===== src/rtl/hwsem_pkg.sv =====
package hwsem_pkg;

  // True when a byte address lands exactly on one requester register.
  function automatic logic reg_hit(input logic [31:0] addr,
                                   input logic [31:0] base,
                                   input logic [31:0] stride,
                                   input logic [31:0] count);
    logic [31:0] off;
    off = addr - base;
    return (addr >= base) && (off < count * stride) && ((off % stride) == 32'd0);
  endfunction

  // Requester index addressed by a byte address (valid only on a hit).
  function automatic logic [31:0] reg_index(input logic [31:0] addr,
                                            input logic [31:0] base,
                                            input logic [31:0] stride);
    return (addr - base) / stride;
  endfunction

  // Read response word: only bit 0 carries information.
  function automatic logic [63:0] resp_word(input logic was_busy);
    return {63'd0, was_busy};
  endfunction

endpackage


===== src/rtl/hwsem_decode.sv =====
module hwsem_decode #(
  parameter int NUM_REQ   = 8,
  parameter int ADDR_W    = 12,
  parameter int BASE_ADDR = 'h100,
  parameter int STRIDE    = 4,
  parameter int IW        = 3
) (
  input  logic [ADDR_W-1:0] addr,
  output logic              hit,
  output logic [IW-1:0]     idx
);
  import hwsem_pkg::*;

  logic [31:0] addr_ext;
  logic [31:0] idx_full;

  assign addr_ext = 32'(addr);
  assign hit      = reg_hit(addr_ext, 32'(BASE_ADDR), 32'(STRIDE), 32'(NUM_REQ));
  assign idx_full = reg_index(addr_ext, 32'(BASE_ADDR), 32'(STRIDE));
  assign idx      = hit ? idx_full[IW-1:0] : '0;

endmodule


===== src/rtl/hwsem_arbiter.sv =====
module hwsem_arbiter #(
  parameter int NUM_LANES = 2,
  parameter int IW        = 3
) (
  input  logic [NUM_LANES-1:0]    cand,
  input  logic [NUM_LANES*IW-1:0] cand_idx,
  input  logic                    lock_busy,
  output logic [NUM_LANES-1:0]    grant,
  output logic [IW-1:0]           win_idx,
  output logic                    acquire
);
  localparam int LW = (NUM_LANES > 1) ? $clog2(NUM_LANES) : 1;

  logic          found;
  logic [IW-1:0] best_idx;
  logic [LW-1:0] best_lane;

  // Lowest requester id wins; strict compare keeps the lower lane on a tie.
  always_comb begin
    found     = 1'b0;
    best_idx  = '0;
    best_lane = '0;
    for (int l = 0; l < NUM_LANES; l++) begin
      if (cand[l] && (!found || (cand_idx[l*IW +: IW] < best_idx))) begin
        found     = 1'b1;
        best_idx  = cand_idx[l*IW +: IW];
        best_lane = LW'(l);
      end
    end
  end

  assign acquire = found && !lock_busy;
  assign win_idx = best_idx;

  always_comb begin
    grant = '0;
    if (acquire) grant[best_lane] = 1'b1;
  end

endmodule


===== src/rtl/hwsem_lock_state.sv =====
module hwsem_lock_state #(
  parameter int NUM_LANES = 2,
  parameter int IW        = 3
) (
  input  logic                    clk,
  input  logic                    rst_n,
  input  logic                    acquire,
  input  logic [IW-1:0]           win_idx,
  input  logic [NUM_LANES-1:0]    wr_eff,
  input  logic [NUM_LANES*IW-1:0] lane_idx,
  output logic                    busy,
  output logic [IW-1:0]           owner,
  output logic                    release_ev
);
  logic [NUM_LANES-1:0] owner_match;

  generate
    for (genvar l = 0; l < NUM_LANES; l++) begin : g_match
      assign owner_match[l] = wr_eff[l] && (lane_idx[l*IW +: IW] == owner);
    end
  endgenerate

  assign release_ev = busy && (|owner_match);

  always_ff @(posedge clk) begin
    if (!rst_n) begin
      busy  <= 1'b0;
      owner <= '0;
    end else if (acquire) begin
      busy  <= 1'b1;
      owner <= win_idx;
    end else if (release_ev) begin
      busy  <= 1'b0;
      owner <= '0;
    end
  end

endmodule


===== src/rtl/hwsem_bank.sv =====
module hwsem_bank #(
  parameter int NUM_REQ   = 8,
  parameter int NUM_LANES = 2,
  parameter int ADDR_W    = 12,
  parameter int DATA_W    = 32,
  parameter int BASE_ADDR = 'h100,
  parameter int STRIDE    = 4,
  localparam int IW       = (NUM_REQ > 1) ? $clog2(NUM_REQ) : 1
) (
  input  logic                        clk,
  input  logic                        rst_n,
  input  logic [NUM_LANES-1:0]        acc_rd,
  input  logic [NUM_LANES-1:0]        acc_wr,
  input  logic [NUM_LANES*ADDR_W-1:0] acc_addr,
  output logic [NUM_LANES*DATA_W-1:0] rd_data,
  output logic [NUM_LANES-1:0]        rd_valid,
  output logic                        lock_held,
  output logic [IW-1:0]               lock_owner
);
  import hwsem_pkg::*;

  // Named internal events, visible to the bound checker.
  logic [NUM_LANES-1:0]    lane_hit;
  logic [NUM_LANES*IW-1:0] lane_idx;
  logic [NUM_LANES-1:0]    rd_eff;
  logic [NUM_LANES-1:0]    wr_eff;
  logic [NUM_LANES-1:0]    grant;
  logic [IW-1:0]           win_idx;
  logic                    acquire;
  logic                    release_ev;
  logic                    busy;
  logic [IW-1:0]           owner;

  generate
    for (genvar l = 0; l < NUM_LANES; l++) begin : g_lane
      hwsem_decode #(
        .NUM_REQ  (NUM_REQ),
        .ADDR_W   (ADDR_W),
        .BASE_ADDR(BASE_ADDR),
        .STRIDE   (STRIDE),
        .IW       (IW)
      ) u_dec (
        .addr(acc_addr[l*ADDR_W +: ADDR_W]),
        .hit (lane_hit[l]),
        .idx (lane_idx[l*IW +: IW])
      );
    end
  endgenerate

  // A read on a lane shadows a write on the same lane.
  assign rd_eff = acc_rd & lane_hit;
  assign wr_eff = acc_wr & ~acc_rd & lane_hit;

  hwsem_arbiter #(
    .NUM_LANES(NUM_LANES),
    .IW       (IW)
  ) u_arb (
    .cand     (rd_eff),
    .cand_idx (lane_idx),
    .lock_busy(busy),
    .grant    (grant),
    .win_idx  (win_idx),
    .acquire  (acquire)
  );

  hwsem_lock_state #(
    .NUM_LANES(NUM_LANES),
    .IW       (IW)
  ) u_state (
    .clk       (clk),
    .rst_n     (rst_n),
    .acquire   (acquire),
    .win_idx   (win_idx),
    .wr_eff    (wr_eff),
    .lane_idx  (lane_idx),
    .busy      (busy),
    .owner     (owner),
    .release_ev(release_ev)
  );

  // Read responses: the granted lane sees "was free", all others "was busy".
  generate
    for (genvar l = 0; l < NUM_LANES; l++) begin : g_resp
      logic [63:0] word;
      assign word = resp_word(busy || !grant[l]);
      always_ff @(posedge clk) begin
        if (!rst_n) begin
          rd_valid[l]              <= 1'b0;
          rd_data[l*DATA_W +: DATA_W] <= '0;
        end else begin
          rd_valid[l] <= rd_eff[l];
          if (rd_eff[l]) rd_data[l*DATA_W +: DATA_W] <= word[DATA_W-1:0];
        end
      end
    end
  endgenerate

  assign lock_held  = busy;
  assign lock_owner = owner;

endmodule


===== config.mk =====
export PLATFORM = sky130hd
export DESIGN_NAME = hwsem_bank
export DESIGN_NICKNAME = d
export VERILOG_FILES = /design/src/rtl/hwsem_pkg.sv /design/src/rtl/hwsem_decode.sv /design/src/rtl/hwsem_arbiter.sv /design/src/rtl/hwsem_lock_state.sv /design/src/rtl/hwsem_bank.sv
export SDC_FILE = /design/constraint.sdc
export NUM_CORES = 1
export LEC_CHECK = 0
export BUFFER_PORTS_ARGS = -buffer_cell sky130_fd_sc_hd__buf_2
export CORE_MARGIN = 4
export CORE_UTILIZATION = 30
export DETAILED_ROUTE_END_ITERATION = 8
export HOLD_SLACK_MARGIN = 0.02
export PLACE_DENSITY = 0.71
export SYNTH_ARGS = -nofsm -noshare
export SYNTH_HDL_FRONTEND = slang
export SYNTH_SLANG_ARGS = --single-unit

===== constraint.sdc =====
create_clock -name clk -period 2.6 [get_ports clk]
set_clock_uncertainty 0.05 [all_clocks]
set_input_delay 0.26 -clock clk [delete_from_list [all_inputs] [get_ports clk]]
set_output_delay 0.26 -clock clk [all_outputs]
set_load 0.01 [all_outputs]

==> results of run 1 <==
flip-flops by register name, summed over array words and instances, names as in the netlist:
name and flops:
u_state.owner 3, rd_data 2, rd_valid 2, u_state.busy 1
routing by layer:
metal / track usage (%) / wire length, um
met5: 0 / 0
met4: 1.985 / 10
met3: 3.941 / 364
met2: 15.52 / 1113
met1: 12.28 / 837
cell families (layout without fill, tap and decap cells):
logic type / Yosys count / in the layout
AOI/OAI and AO/OA: 22 / 22
xor gates and xnor gates: 6 / 6
adders and majority gates: 2 / 2
muxes: 1 / 1
DFF: 8 / 8
other: 1 / 62
buffers and inverters: 66 / 45
and+or+nand+nor: 31 / 31
power by group:
part	total, uW	switching [uW]	internal (uW)	leakage [uW]
Sequential	123	0.152	123	0.0000644
Combinational	88.0	63.8	24.2	0.000540
Clock	92.9	40.2	52.7	0.0000138
area by class of cell:
type	count	area, um^2	share of cell area, %
clock buffers	3	22.52	1.989
inverters	3	11.26	0.9945
multi-input cells	124	680.7	60.11
flip-flops and latches	8	160.2	14.14
well taps	46	57.56	5.083
repair buffers	39	200.2	17.68
per-stage QoR:
step	utilization, %	worst slack, ns	instance area, um^2	total power, uW	hold slack (ns)
2_1_floorplan	-	0.1441	1321	249.5	0.3484
3_3_place_gp	32.49	0.1513	1110	209.5	0.4762
3_5_place_dp	32.49	0.09300	1110	210.4	0.4826
4_1_cts	33.15	0.3653	1132	308.5	0.2476
5_1_grt	33.15	0.2312	1132	332.7	0.2503
6_report	33.15	0.3647	1132	303.9	0.2591
worst min path at each step:
stage | from | end | slack [ns] | cells after the start
after global placement | rd_data[32] | rd_data[32] | 0.48 | 3
after global routing | rst_n | rd_data[0] | 0.25 | 3
after floorplan | rst_n | rd_data[0] | 0.35 | 2
final | rst_n | rd_data[0] | 0.26 | 3
after CTS | rst_n | rd_data[0] | 0.25 | 3
after detailed placement | rd_data[32] | rd_data[32] | 0.48 | 3
critical path, cell delays in order:
cell,delay (ns)
buf_2,0.09
or4b_4,0.55
nor3b_2,0.23
nand2_1,0.08
ha_1,0.29
a21oi_1,0.23
o211ai_4,0.12
o21ba_2,0.23
o41ai_2,0.26
layout by cell type, fill, tap and decap left out, types with 2 or more instances in the layout:
master and instances:
nand2b_1 2, and3_1 2, nor4b_1 2, o2111ai_1 2, nor4_1 2, nor2_1 5, o211ai_1 2, conb_1 62
nand2_1 5, dfxtp_1 8, xor2_1 6, buf_4 2, a21oi_1 6, clkbuf_4 3, ha_1 2, buf_2 37
o21ai_0 5, nor3_1 2, inv_1 3, nand4_1 2, and2_1 2
==> results.md, run 1 <==
* Status: finished clean
* Critical Path RT at 2.71 ns
* RSZ-0062 raised after global routing: no
* Cell Area, Synth at 1092 um^2
* CP arrival at 2.34 ns
* Critical R2R Capture: u_state.owner[0]
* Sequential area share after synthesis at 14.66%
* Post-Synth Adder-Cell Area at 2.291%
* Number of global-route vias before repair at 775
* Synth Flop Type: dfxtp_1
* CP Max Fanout at 5
* Placed cells at 220
* Syn Area/Cell at 7.973 um^2
* FFs w/ async S/R, synth at 0%
* 1st-iter DRT viols at 25
* CTS Buffer Depth at 2
* Synthesis-stage register bit count at 8
* Sink Count at 8
* Nets@finish at 211
* Largest family of logic cells by synthesized area: buffers and inverters
* Crit start category: primary input
* Critical Path End: u_state.owner[0]
* Initial Utilization at 31.98%
* Number of synthesized flops with an enable pin at 0
* Top cells by count, synth: buf_4 (62), dfxtp_1 (8), a21oi_1 (6), xor2_1 (6)
* Vias at 880
* Top-level I/O count at 100
* Synth Area in Compound Gates at 15.35%
* Routed wire length per instance at 10.43 um
* Top cells by area, synth: buf_4 (43%), dfxtp_1 (15%), xor2_1 (4.8%), a21oi_1 (2.7%), ha_1 (2.3%)
* Critical Path Start: acc_addr[1]
* Final WL at 2.326 mm
* Final GP Congestion at 0.9021
* Reg-to-reg slack, setup at 0.92 ns
* Fmax at 0.4474 GHz
* VDD IR max at 0.0001573 V
* Most common cell in the netlist: buf_4
* Xor and xnor fraction of the mapped netlist area at 4.811%
* Register clock-pin slew on the reported worst setup and hold paths at 0.05 ns
* TNS Setup at 0 ns
* Count of cells resized by post-cts repair at 0
* Slew headroom at 62.65%
* First-pass GRT wire length at 3.443 mm
* Synth cell types at 35
* DR pass1 iterations at 4
* Overflow after GRT at 0
* Cell taking the most area after synthesis: buf_4
* Clock latency on the worst-skew pair at 0.25 ns
* Mapped Cells at 137
* Number of diodes at 0
* Hold crit path type: primary input to register
* Clock Root Buffer: clkbuf_4
* P_leak at 0.0006183 uW
* Yosys top cell area share at 42.61%
* Slew Viols, Final at 0
* Crit path kind: primary input to register
* Min cycle time layout at 2.235 ns
* Yosys Warn Count at 0
* CTS tree: yes
* Critical Path Sink Type: register
* Total GRT Usage at 9.732%
* Die area at 4670 um^2
* Setup-failing EPs final at 0
* R2R cell count at 5
* Postcts setup bufs at 0
* Tcrit/Tclk final at 85.97%
* Antenna viol nets, final at 0
* Final Hold Fails at 0
* Area growth syn-to-layout at 3.666%
* Number of max-cap violations at 0
* Post-synthesis simple-gate area fraction at 17.64%
* Remaining DRCs at 0
* # rows at 21
* FF-to-FF Start: u_state.owner[2]
* H-Tree Depth at 1
* Die width at 68.34 um
* Hold_buf cts at 0
* Fill count at 384
* Core area at 3416 um^2
* Mux contribution to synthesized area at 0.9164%
* Number of port buffers at 37
* Final std cells w/o fill at 223
* Detailed Place HPWL at 2.085 mm
* Worst Tran Pin Value at 0.5551 ns
* Die height at 68.34 um
* Vias per cell at 3.946
* PD cells at 268.4 nW/um^2
* Initial antenna violation count at 0
* Largest net degree at the start of global routing at 8
* CTS Buf Count at 3
* Layout cell share with drive strength beyond 1 at 28.81%
Power figures use the tool's default switching activity.
==> run 2: changes to the inputs <==
- CAP_MARGIN: not set -> 15
- REMOVE_ABC_BUFFERS: not set -> 1
==> results.md, run 2 (same netlist as run 1, synthesis figures left out) <==
* Status: finished clean
* Most frequent cells in the layout: conb_1 (62), buf_2 (37), dfxtp_1 (8)
* Vias per cell at 3.919
* Die width at 68.34 um
* Sink Count at 8
* Largest Register: u_state.owner
* Initial antenna violation count at 0
* Clock power share at 30.7%
* TNS Setup at 0 ns
* Number of max-cap violations at 0
* VDD IR max at 0.0001416 V
* PD cells at 268.3 nW/um^2
* Number of port buffers at 37
* Largest net degree at the start of global routing at 8
* H-Tree Depth at 1
* Combinational share of power at 28.8%
* Tcrit/Tclk final at 85.09%
* Critical Path RT at 2.71 ns
* Crit path kind: primary input to register
* Die height at 68.34 um
* Vias at 874
* CP arrival at 2.32 ns
* Total GRT Usage at 9.103%
* CP Max Fanout at 5
* Die area at 4670 um^2
* CTS Buffer Depth at 2
* Min cycle time layout at 2.212 ns
* Pint at 199.7 uW
* CTS Buf Count at 3
* DR pass1 iterations at 4
* Slowest cell on the critical path: or4b_4
* Switching portion of total power at 34.25%
* Fmax at 0.4520 GHz
* Core area at 3416 um^2
* Max reg flops at 3
* Area growth syn-to-layout at 3.666%
* Number of diodes at 0
* Count of cells resized by post-cts repair at 0
* Crit-path cells: buf_2, or4b_4, nor3b_2, nand2_1, ha_1, a21oi_1, o211ai_4, o21ba_2, o41ai_2
* Finished Cell Area at 1132 um^2
* Final WL at 2.323 mm
* Final GP Congestion at 0.9262
* Grt peak-use layer: met2
* Clock latency on the worst-skew pair at 0.25 ns
* Placed Area at 1110 um^2
* Slew headroom at 67.18%
* Clock Root Buffer: clkbuf_4
* Setup-failing EPs final at 0
* Initial Utilization at 31.98%
* First-pass GRT wire length at 3.215 mm
* Routed wire length per instance at 10.42 um
* Top Registers: u_state.owner x3, rd_data x2, rd_valid x2
* Nets@finish at 211
* Switching power at 104.0 uW
* M1 GR Usage at 11.07%
* CP peak stage delay at 0.54 ns
* P_leak at 0.0006183 uW
* Hold crit path type: primary input to register
* Number of global-route vias before repair at 754
* Critical Path Sink Type: register
* Postcts setup bufs at 0
* Slew Viols, Final at 0
* Crit start category: primary input
* Worst Tran Pin Value at 0.4878 ns
* RSZ-0062 raised after global routing: no
* Leading cell type in the layout, fill and taps excluded: conb_1
* 1st-iter DRT viols at 22
* Top-level I/O count at 100
* Remaining DRCs at 0
* GRT met2 Usage at 14.80%
* Sequential Power Share at 40.5%
* Fill count at 404
* CTS tree: yes
* Detailed Place HPWL at 2.052 mm
* Overflow after GRT at 0
* Register clock-pin slew on the reported worst setup and hold paths at 0.05 ns
* Met3 usage at 4.598%
* Final Hold Fails at 0
* Layout cell share with drive strength beyond 1 at 28.81%
* Hold_buf cts at 0
* # rows at 21
* Antenna viol nets, final at 0
[run 2: cell counts in the layout (fill, tap and decap cells not counted)]
Identical to the previous run, type by type.
[run 2: per-stage QoR]
step	utilization [%]	total power [uW]	hold slack (ns)	setup slack (ns)	std cells
after floorplan	-	180.1	0.3484	0.1468	135
after global placement	32.49	209.9	0.4767	0.1552	220
after detailed placement	32.49	210.4	0.4789	0.1115	220
after CTS	33.15	306.8	0.2391	0.3767	223
after global routing	33.15	328.0	0.2590	0.2483	223
final	33.15	303.8	0.2469	0.3876	223
[run 2: layout make-up]
| type | instances | area (um^2) | share of cell area (%) |
|---|---|---|---|
| flip-flops and latches | 8 | 160.2 | 14.14 |
| inverters | 3 | 11.26 | 0.9945 |
| repair buffers | 39 | 200.2 | 17.68 |
| well taps | 46 | 57.56 | 5.083 |
| multi-input cells | 124 | 680.7 | 60.11 |
| clock buffers | 3 | 22.52 | 1.989 |
[run 2: power by group through the flow]
stage	sequential (uW)	combinational [uW]	clock (uW)
2_1_floorplan	126	54.5	0
3_5_place_dp	126	84.8	0
6_report	123	87.6	93.2
3_3_place_gp	126	84.3	0
5_1_grt	123	98.9	106
4_1_cts	123	84.9	99.0
[run 2: path summary, 6_finish.rpt]
path | start | end | slack, ns | depth (start not counted)
max | acc_addr[1] | u_state.owner[0] | 0.39 | 9
min | rst_n | rd_data[0] | 0.25 | 3
max reg2reg | u_state.owner[2] | u_state.owner[0] | 0.93 | 5
min reg2reg | rd_data[32] | rd_data[32] | 0.48 | 3
[run 2: worst max-delay path, delay by kind of cell]
kind	cells	cell delay (ns)
simple gates	3	0.86
compound gates	4	0.81
fa+ha+maj	1	0.29
buf+inv	1	0.10
[run 2: metal layers]
| layer | up-vias | part of all wire, % |
|---|---|---|
| li1 | 427 | - |
| met1 | 382 | 38 |
| met2 | 65 | 48 |
| met3 | 0 | 14 |
| met4 | 0 | 0 |
| met5 | - | 0 |
